==> src/rtl/ctrl_port_pkg.sv <==
package ctrl_port_pkg;
  localparam int CP_DATA_W  = 8;
  localparam int CP_LINES   = 5;
  localparam int CP_OUT_W   = 3;
  localparam int CP_PORTS   = 2;

  typedef struct packed {
    logic                latch_wr;
    logic [CP_PORTS-1:0] port_rd;
  } cp_access_t;
endpackage

==> src/rtl/ctrl_port_decode.sv <==
module ctrl_port_decode
  import ctrl_port_pkg::*;
#(
  parameter int              ADDR_W     = 16,
  parameter logic [ADDR_W-1:0] LATCH_ADDR = 16'h4016,
  parameter logic [ADDR_W-1:0] PORT0_ADDR = 16'h4016,
  parameter logic [ADDR_W-1:0] PORT1_ADDR = 16'h4017
) (
  input  logic              valid,
  input  logic              rd,
  input  logic [ADDR_W-1:0] addr,
  output cp_access_t        acc
);
  localparam logic [ADDR_W-1:0] PORT_ADDRS [CP_PORTS] = '{PORT0_ADDR, PORT1_ADDR};

  assign acc.latch_wr = valid && !rd && (addr == LATCH_ADDR);

  for (genvar p = 0; p < CP_PORTS; p++) begin : g_port_hit
    // Port clock is the NAND of read and address match; here the active term.
    assign acc.port_rd[p] = valid && rd && (addr == PORT_ADDRS[p]);
  end
endmodule

==> src/rtl/ctrl_port_latch.sv <==
module ctrl_port_latch #(
  parameter int OUT_W  = 3,
  parameter int DATA_W = 8
) (
  input  logic              clk,
  input  logic              rst,
  input  logic              wr,
  input  logic [DATA_W-1:0] wdata,
  output logic [OUT_W-1:0]  q
);
  always_ff @(posedge clk) begin
    if (rst)     q <= '0;
    else if (wr) q <= wdata[OUT_W-1:0];
  end

  // load and hold
  a_r2_load: assert property (@(posedge clk) disable iff (rst)
    wr |=> (q == $past(wdata[OUT_W-1:0])));
  a_r2_hold: assert property (@(posedge clk) disable iff (rst)
    !wr |=> $stable(q));
endmodule

==> src/rtl/ctrl_port_sampler.sv <==
module ctrl_port_sampler #(
  parameter int               LINES       = 5,
  parameter logic [LINES-1:0] PRESENT     = '1,
  parameter logic             ABSENT_VAL  = 1'b0
) (
  input  logic             clk,
  input  logic             rst,
  input  logic             rd_hit,
  input  logic [LINES-1:0] line,
  output logic             port_clk,
  output logic [LINES-1:0] cap,
  output logic [LINES-1:0] cap_next
);
  logic falling;
  logic [LINES-1:0] sampled;

  // A falling clock edge happens only when the line is currently high.
  assign falling = rd_hit && port_clk;

  for (genvar b = 0; b < LINES; b++) begin : g_bit
    if (PRESENT[b]) begin : g_wired
      assign sampled[b] = ~line[b];
    end else begin : g_absent
      assign sampled[b] = ABSENT_VAL;
    end
  end

  assign cap_next = falling ? sampled : cap;

  always_ff @(posedge clk) begin
    if (rst) begin
      port_clk <= 1'b1;
      cap      <= '0;
    end else begin
      port_clk <= ~rd_hit;
      cap      <= cap_next;
    end
  end

  // clock low only after a read of this port
  a_r3_low_on_read: assert property (@(posedge clk) disable iff (rst)
    rd_hit |=> !port_clk);
  // clock high after any other cycle
  a_r4_idle_high: assert property (@(posedge clk) disable iff (rst)
    !rd_hit |=> port_clk);
  // fresh capture is the inverted line level on wired bits
  a_r5_capture: assert property (@(posedge clk) disable iff (rst)
    (rd_hit && port_clk) |=> ((cap & PRESENT) == (~$past(line) & PRESENT)));
  // no new edge, no new capture
  a_r6_no_recapture: assert property (@(posedge clk) disable iff (rst)
    (rd_hit && !port_clk) |=> $stable(cap));
endmodule

==> src/rtl/ctrl_port_if.sv <==
module ctrl_port_if
  import ctrl_port_pkg::*;
#(
  parameter int   ADDR_W        = 16,
  parameter logic P1_ABSENT_VAL = 1'b0
) (
  input  logic                 clk,
  input  logic                 rst,
  input  logic                 bus_valid,
  input  logic                 bus_rd,
  input  logic [ADDR_W-1:0]    bus_addr,
  input  logic [CP_DATA_W-1:0] bus_wdata,
  input  logic [CP_DATA_W-1:0] bus_openbus,
  output logic [CP_DATA_W-1:0] bus_rdata,
  output logic [CP_OUT_W-1:0]  strobe_out,
  output logic [CP_PORTS-1:0]  port_clk,
  input  logic [CP_LINES-1:0]  port1_line,
  input  logic [CP_LINES-1:0]  port2_line
);
  localparam int HI_W = CP_DATA_W - CP_LINES;
  localparam logic [CP_LINES-1:0] P1_PRESENT = 5'b11011;
  localparam logic [CP_LINES-1:0] P2_PRESENT = 5'b11111;

  cp_access_t acc;
  logic [CP_LINES-1:0] lines    [CP_PORTS];
  logic [CP_LINES-1:0] cap      [CP_PORTS];
  logic [CP_LINES-1:0] cap_next [CP_PORTS];

  assign lines[0] = port1_line;
  assign lines[1] = port2_line;

  ctrl_port_decode #(.ADDR_W(ADDR_W)) u_decode (
    .valid (bus_valid),
    .rd    (bus_rd),
    .addr  (bus_addr),
    .acc   (acc)
  );

  ctrl_port_latch #(.OUT_W(CP_OUT_W), .DATA_W(CP_DATA_W)) u_latch (
    .clk   (clk),
    .rst   (rst),
    .wr    (acc.latch_wr),
    .wdata (bus_wdata),
    .q     (strobe_out)
  );

  for (genvar p = 0; p < CP_PORTS; p++) begin : g_port
    ctrl_port_sampler #(
      .LINES      (CP_LINES),
      .PRESENT    ((p == 0) ? P1_PRESENT : P2_PRESENT),
      .ABSENT_VAL (P1_ABSENT_VAL)
    ) u_sampler (
      .clk      (clk),
      .rst      (rst),
      .rd_hit   (acc.port_rd[p]),
      .line     (lines[p]),
      .port_clk (port_clk[p]),
      .cap      (cap[p]),
      .cap_next (cap_next[p])
    );
  end

  always_ff @(posedge clk) begin
    if (rst) begin
      bus_rdata <= '0;
    end else if (acc.port_rd[0]) begin
      bus_rdata <= {bus_openbus[CP_DATA_W-1 -: HI_W], cap_next[0]};
    end else if (acc.port_rd[1]) begin
      bus_rdata <= {bus_openbus[CP_DATA_W-1 -: HI_W], cap_next[1]};
    end
  end

  // at most one port clock low at a time
  a_r3_one_low: assert property (@(posedge clk) disable iff (rst)
    $onehot0(~port_clk));
  // open-bus bits pass through on port reads
  a_r7_openbus: assert property (@(posedge clk) disable iff (rst)
    (|acc.port_rd) |=> (bus_rdata[CP_DATA_W-1 -: HI_W] == $past(bus_openbus[CP_DATA_W-1 -: HI_W])));
  // absent port-1 line returns the default
  a_r8_absent: assert property (@(posedge clk) disable iff (rst)
    acc.port_rd[0] |=> (bus_rdata[2] == P1_ABSENT_VAL));
  // non-port accesses leave read data and clocks alone
  a_r9_quiet: assert property (@(posedge clk) disable iff (rst)
    !(|acc.port_rd) |=> ($stable(bus_rdata) && (&port_clk)));
endmodule

==> config.mk <==
export PLATFORM = sky130hd
export DESIGN_NAME = ctrl_port_if
export DESIGN_NICKNAME = d
export VERILOG_FILES = /design/src/rtl/ctrl_port_pkg.sv /design/src/rtl/ctrl_port_decode.sv /design/src/rtl/ctrl_port_latch.sv /design/src/rtl/ctrl_port_sampler.sv /design/src/rtl/ctrl_port_if.sv
export SDC_FILE = /design/constraint.sdc
export NUM_CORES = 1
export LEC_CHECK = 0
export BUFFER_PORTS_ARGS = -buffer_cell sky130_fd_sc_hd__buf_2
export CORE_ASPECT_RATIO = 1.1
export CORE_MARGIN = 2
export CORE_UTILIZATION = 39
export CTS_CLUSTER_DIAMETER = 120
export CTS_CLUSTER_SIZE = 24
export DETAILED_ROUTE_END_ITERATION = 10
export PLACE_DENSITY = 0.75
export SETUP_SLACK_MARGIN = 0.05
export SYNTH_ARGS = -nofsm -noshare
export SYNTH_HDL_FRONTEND = slang
export SYNTH_SLANG_ARGS = --single-unit
export TNS_END_PERCENT = 30
==> constraint.sdc <==
create_clock -name clk -period 2.12 [get_ports clk]
set_input_delay 0.424 -clock clk [delete_from_list [all_inputs] [get_ports clk]]
set_output_delay 0.424 -clock clk [all_outputs]
set_load 0.005 [all_outputs]
# Word level (Yosys, flattened, before mapping)
# Index checks and enable logic that the tools add are counted.
totals:
  reg_bits: 23
  latchBits: 0
  ramBits: 0
  rom_bits: 0
  mem_count: 0
classes:
  n_addsub: 0
  multipliers: 0
  div_mod_pow: 0
  magnitude_cmp: 0
  n_eq_ne: 2
  n_shift: 0
  muxes: 4
  bitwise: 11
  reduce_logical: 9
op_table:
  columns: ["operator", "n"]
  rows:
  - ["$eq 16x15->1 const B", 2]
  - ["$mux 8", 2]
  - ["$not 1->1", 11]
  - ["$mux 5", 2]
  - ["$logic_and 1x1->1", 7]
  - ["$reduce_bool 2->1", 1]
  - ["$logic_not 1->1", 1]

# Longest topological paths before layout
depth:
  word_depth: 6
  depth_mapped: 5
  mapped_depth_nobuf: 4

# By module
# Synthesis repeated with hierarchy kept, for this count alone.
unflattened:
  hier_cells: 112
  area_unflattened_um2: 1171.1
modules_own_cells:
  columns: ["mod", "instances", "cells_per_inst", "area_each_um2", "seq_area_each_um2"]
  rows:
  - ["ctrl_port_if", 1, 36, 377.9, 160.2]
  - ["ctrl_port_sampler (g_port[1].u_sampler)", 1, 30, 315.3, 120.1]
  - ["ctrl_port_sampler (g_port[0].u_sampler)", 1, 28, 292.8, 120.1]
  - ["ctrl_port_latch", 1, 9, 101.3, 60.1]
  - ["ctrl_port_decode", 1, 9, 83.8, 0.0]

# Worst setup path before layout
# Ideal clock, no wire load.
synth_timing:
  path_type: "input port to flip-flop"
  start: "input port bus_addr[5]"
  end: "register g_port[0].u_sampler.cap[0]"
  setup_time_ps: 70
  t_arrival_ps: 2134
  t_required_ps: 2050
  path_slack_ps: -84
  path_stages: 5
  n_path_buf: 1
  path_cell_list: "or4b_1 -> or4_4 -> clkbuf_2 -> or3_1 -> a21oi_1"
synth_between:
  elab_chain_len: 4
synth_lines:
  columns: ["item", "line_no", "rtl"]
  rows:
  - ["start, declared", "ctrl_port_if.sv:11", "input logic [ADDR_W-1:0] bus_addr,"]
  - ["$eq 16x15->1", "ctrl_port_decode.sv:20", "assign acc.port_rd[p] = valid && rd && (addr == PORT_ADDRS[p]);"]
  - ["$logic_and 1x1->1", "ctrl_port_decode.sv:20", null]
  - ["$logic_and 1x1->1", "ctrl_port_sampler.sv:18", "assign falling = rd_hit && port_clk;"]
  - ["$mux 5", "ctrl_port_sampler.sv:28", "assign cap_next = falling ? sampled : cap;"]
  - ["end signal, assigned", "ctrl_port_sampler.sv:36", "cap <= cap_next;"]
  - ["end, declared", "ctrl_port_sampler.sv:11", "output logic [LINES-1:0] cap,"]
# Every way passes these cells.
# A chain may end at the register's enable or synchronous reset.

# Worst setup path after layout
layout_timing:
  start: "input port bus_addr[10]"
  end: "register g_port[1].u_sampler.cap[4]"
layout_between:
  elab_chain_len: 4
layout_lines:
  columns: ["item", "line_no"]
  rows:
  - ["$eq 16x15->1", "ctrl_port_decode.sv:20"]
  - ["$logic_and 1x1->1", "ctrl_port_decode.sv:20"]
  - ["$logic_and 1x1->1", "ctrl_port_sampler.sv:18"]
  - ["$mux 5", "ctrl_port_sampler.sv:28"]
  - ["end signal, assigned", "ctrl_port_sampler.sv:36"]
  - ["end, declared", "ctrl_port_sampler.sv:11"]
# Every way passes these cells.

==> run summary <==
Crit path time final -> 1.997 ns
Cells on Worst Hold Path -> 3
WP buf/inv -> 1
Flop pwr share -> 0.609
Filler cell count -> 293
Crit. End Element -> flop
Crit path largest cell delay -> 0.68 ns
Site Rows -> 20
Kind of critical path -> in2reg
Clk root buf -> clkbuf_4
Overflow after GRT -> 0
Pwr dens -> 519.9 nW/µm²
Hold Crit Class -> in2reg
Crit. Startpoint -> bus_addr[10]
Port bufs -> 47
First-pass GRT wire length -> 4547 µm
WL/cell -> 12.97 µm
Reg area -> 460.4 µm²
Seq/Total Area, Yosys -> 0.4230
H-Tree Depth -> 1
Syn Area/Cell -> 8.123 µm²
Final core utilization -> 0.5051
Syn_nets -> 180
Clock latency on the worst-skew pair -> 0.32 ns
Post-CTS Resized -> 0
Hold-critical path endpoint -> bus_rdata[6]
Cells after Synth -> 134
Drt total wl -> 2711 µm
Post-synthesis cell area -> 1089 µm²
Peak supply drop -> 0.2685 mV
Pint -> 0.5339 mW
NetSw -> 0.1757 mW
Setup TNS -> 0 ns
Clk slew on worst S/H paths -> 0.13 ns
Core ar. -> 2703 µm²
FF+latch count, synth -> 23
Post-synthesis cell type count -> 26
Layout cells sized above 1 -> 0.3239
Slew headroom -> 0.7263
DR vias/cell -> 5.435
TritonCTS Buffers -> 3
Antenna viol nets, final -> 0
CTS tree -> done
Routability Congestion -> 0.7709
Logic gate share of total power -> 0.095
GRT Overall Usage -> 0.1909
Max-slew violation count -> 0
Synth top area share -> 0.4230
Cell Chain, Critical Path -> buf_2 -> or4_4 -> or4_4 -> or3_1 -> a21oi_1
Dominant cell type by area after synthesis -> dfxtp_1
Hpwl dp -> 2039 µm
Die W -> 54.37 µm
R2r worst-path depth -> 3
Worst reg2reg endpoint -> g_port[1].u_sampler.cap[4]
Final #Nets -> 223
R2R setup slack -> 0.69 ns
Worst hold slack -> 0.3380 ns
Final worst path period share -> 0.9418
Drt drc -> 0
Worst Path Arrival -> 2.26 ns
Hold wc startpoint -> bus_openbus[6]
Leakage -> 0.5710 nW
Initial Util -> 0.4028
Multi-input logic area -> 555.5 µm²
Clk pwr share -> 0.296
Sw Share -> 0.2476
CP max-delay cell -> or4_4
Detailed Routing Iterations Pass 1 -> 4
Hold Fails Final Rpt -> 0
Reg2reg start -> g_port[1].u_sampler.port_clk
Ranking of synthesized cells by area -> dfxtp_1 42%, o21ai_0 11%, a21oi_1 9.2%, or3_1 5.2%, mux2i_1 3.7%
Diode count -> 0
Post-CTS Setup Inserts -> 0
Cts hold-fix bufs -> 0
Number of DRC markers in iteration 0 -> 15
CP Max Fanout -> 25
Number of synthesis warnings -> 0
Most used cell, CP -> or4_4
Die Ht -> 59.41 µm
CTS Sinks -> 23
Max Clock Freq -> 500.9 MHz
Worst Skew -> 0.003425 ns
Vias in the first global route -> 1065
CP Launch Type -> input pin
Setup violators final -> 0
Unrepaired setup endpoints after global routing -> true
Num ports -> 59
Max_cap viols -> 0
Clk buf depth -> 2
Total number of vias -> 1136
Status -> finished clean
Initial antenna violation count -> 0
Worst EP required -> 2.38 ns
Slew of the pin with the lowest slew margin -> 0.4106 ns
Delay-heaviest family, CP -> simple AND/OR/NAND/NOR gates
Area Growth Syn to Fin -> 25.40%
Largest net degree at the start of global routing -> 26
Die Area -> 3230 µm²
==> cells by family (layout without fill, tap and decap cells) <==
family                 after synthesis  after routing  share of synthesized area
multiplexers                         4              4                    0.03678
AND/OR/NAND/NOR                     39             39                     0.2161
buffers and inverters               18             60                    0.07010
flip-flops                          23             23                     0.4230
AO/OA/AOI/OAI                       50             50                     0.2540
==> cell type report <==
class                   count  share of cell area
well taps                  33             0.03025
flip-flops and latches     23              0.3373
multi-input cells          93              0.4070
clock buffers               3             0.01650
inverters                   6             0.01650
repair buffers             50              0.1888
clock inverters             1            0.003666
==> cell usage in the layout (no fill, tap or decap), types with 2 or more instances in the layout <==
cell,netlist,routed
buf_2,0,47
o21ai_0,23,23
dfxtp_1,23,23
a21oi_1,20,20
or3_1,9,9
nand3_1,8,8
inv_1,6,6
nor2_1,5,5
mux2i_1,4,4
o2111ai_1,4,4
and2_1,3,3
clkbuf_4,0,3
buf_4,2,3
or4b_1,2,2
or4_4,1,2
nand2b_1,2,2
nand2_1,2,2
==> per-layer routing <==
metal,routed length (µm),vias up,track usage
met1,1074,514,0.2257
li1,-,569,-
met5,0,-,0
met2,1401,48,0.3373
met4,40,0,0.07500
met3,195,5,0.02778
==> synth_stat cells (all sizes together) <==
| cell | instances |
|---|---|
| dfxtp | 23 |
| o21ai | 23 |
| a21oi | 20 |
| clkbuf | 10 |
| or3 | 9 |
| nand3 | 8 |
| inv | 6 |
| nor2 | 5 |
| mux2i | 4 |
| o2111ai | 4 |
| and2 | 3 |
| or4 | 3 |
| buf | 2 |
| nand2 | 2 |
| nand2b | 2 |
| or4b | 2 |
| a211o | 1 |
| nand3b | 1 |
| nand4 | 1 |
| nand4b | 1 |
| nor4 | 1 |
| o211a | 1 |
| o211ai | 1 |
| or2 | 1 |
==> metrics by stage <==
stage | total power [mW] | instances | setup WS, ns | instance area, µm²
after floorplan | 0.4688 | 134 | -0.05222 | 1101
after global placement | 0.5065 | 205 | -0.1884 | 1338
after detailed placement | 0.5092 | 205 | -0.2242 | 1338
after global routing | 0.7443 | 209 | 0.01935 | 1365
final | 0.7097 | 209 | 0.1235 | 1365
after CTS | 0.7142 | 209 | 0.1179 | 1365
==> how the worst max path moves through the flow <==
stage                                    to  cells past startpoint  slack (ns)
6_report         g_port[1].u_sampler.cap[4]                      5        0.12
5_1_grt          g_port[0].u_sampler.cap[3]                      5        0.02
4_1_cts          g_port[0].u_sampler.cap[3]                      5        0.12
3_5_place_dp                   u_latch.q[2]                      6       -0.22
3_3_place_gp     g_port[1].u_sampler.cap[4]                      5       -0.19
2_1_floorplan  g_port[0].u_sampler.port_clk                      4       -0.05
==> registers in the layout, summed over array words and instances, names as in the netlist <==
name and count:
bus_rdata 8, g_port.u_sampler.cap 10, g_port.u_sampler.port_clk 2, u_latch.q 3
==> power groups by stage <==
stage	sequential (mW)	clock [mW]	combinational, mW
final	0.432	0.210	0.0673
after global routing	0.432	0.236	0.0758
after CTS	0.432	0.214	0.0677
after detailed placement	0.442	0	0.0674
after global placement	0.442	0	0.0648
after floorplan	0.442	0	0.0271
==> worst min-delay path: stages <==
cell,delay (ns)
buf_2,0.09
nand3_1,0.05
a21oi_1,0.06
Power figures use the tool's default switching activity.
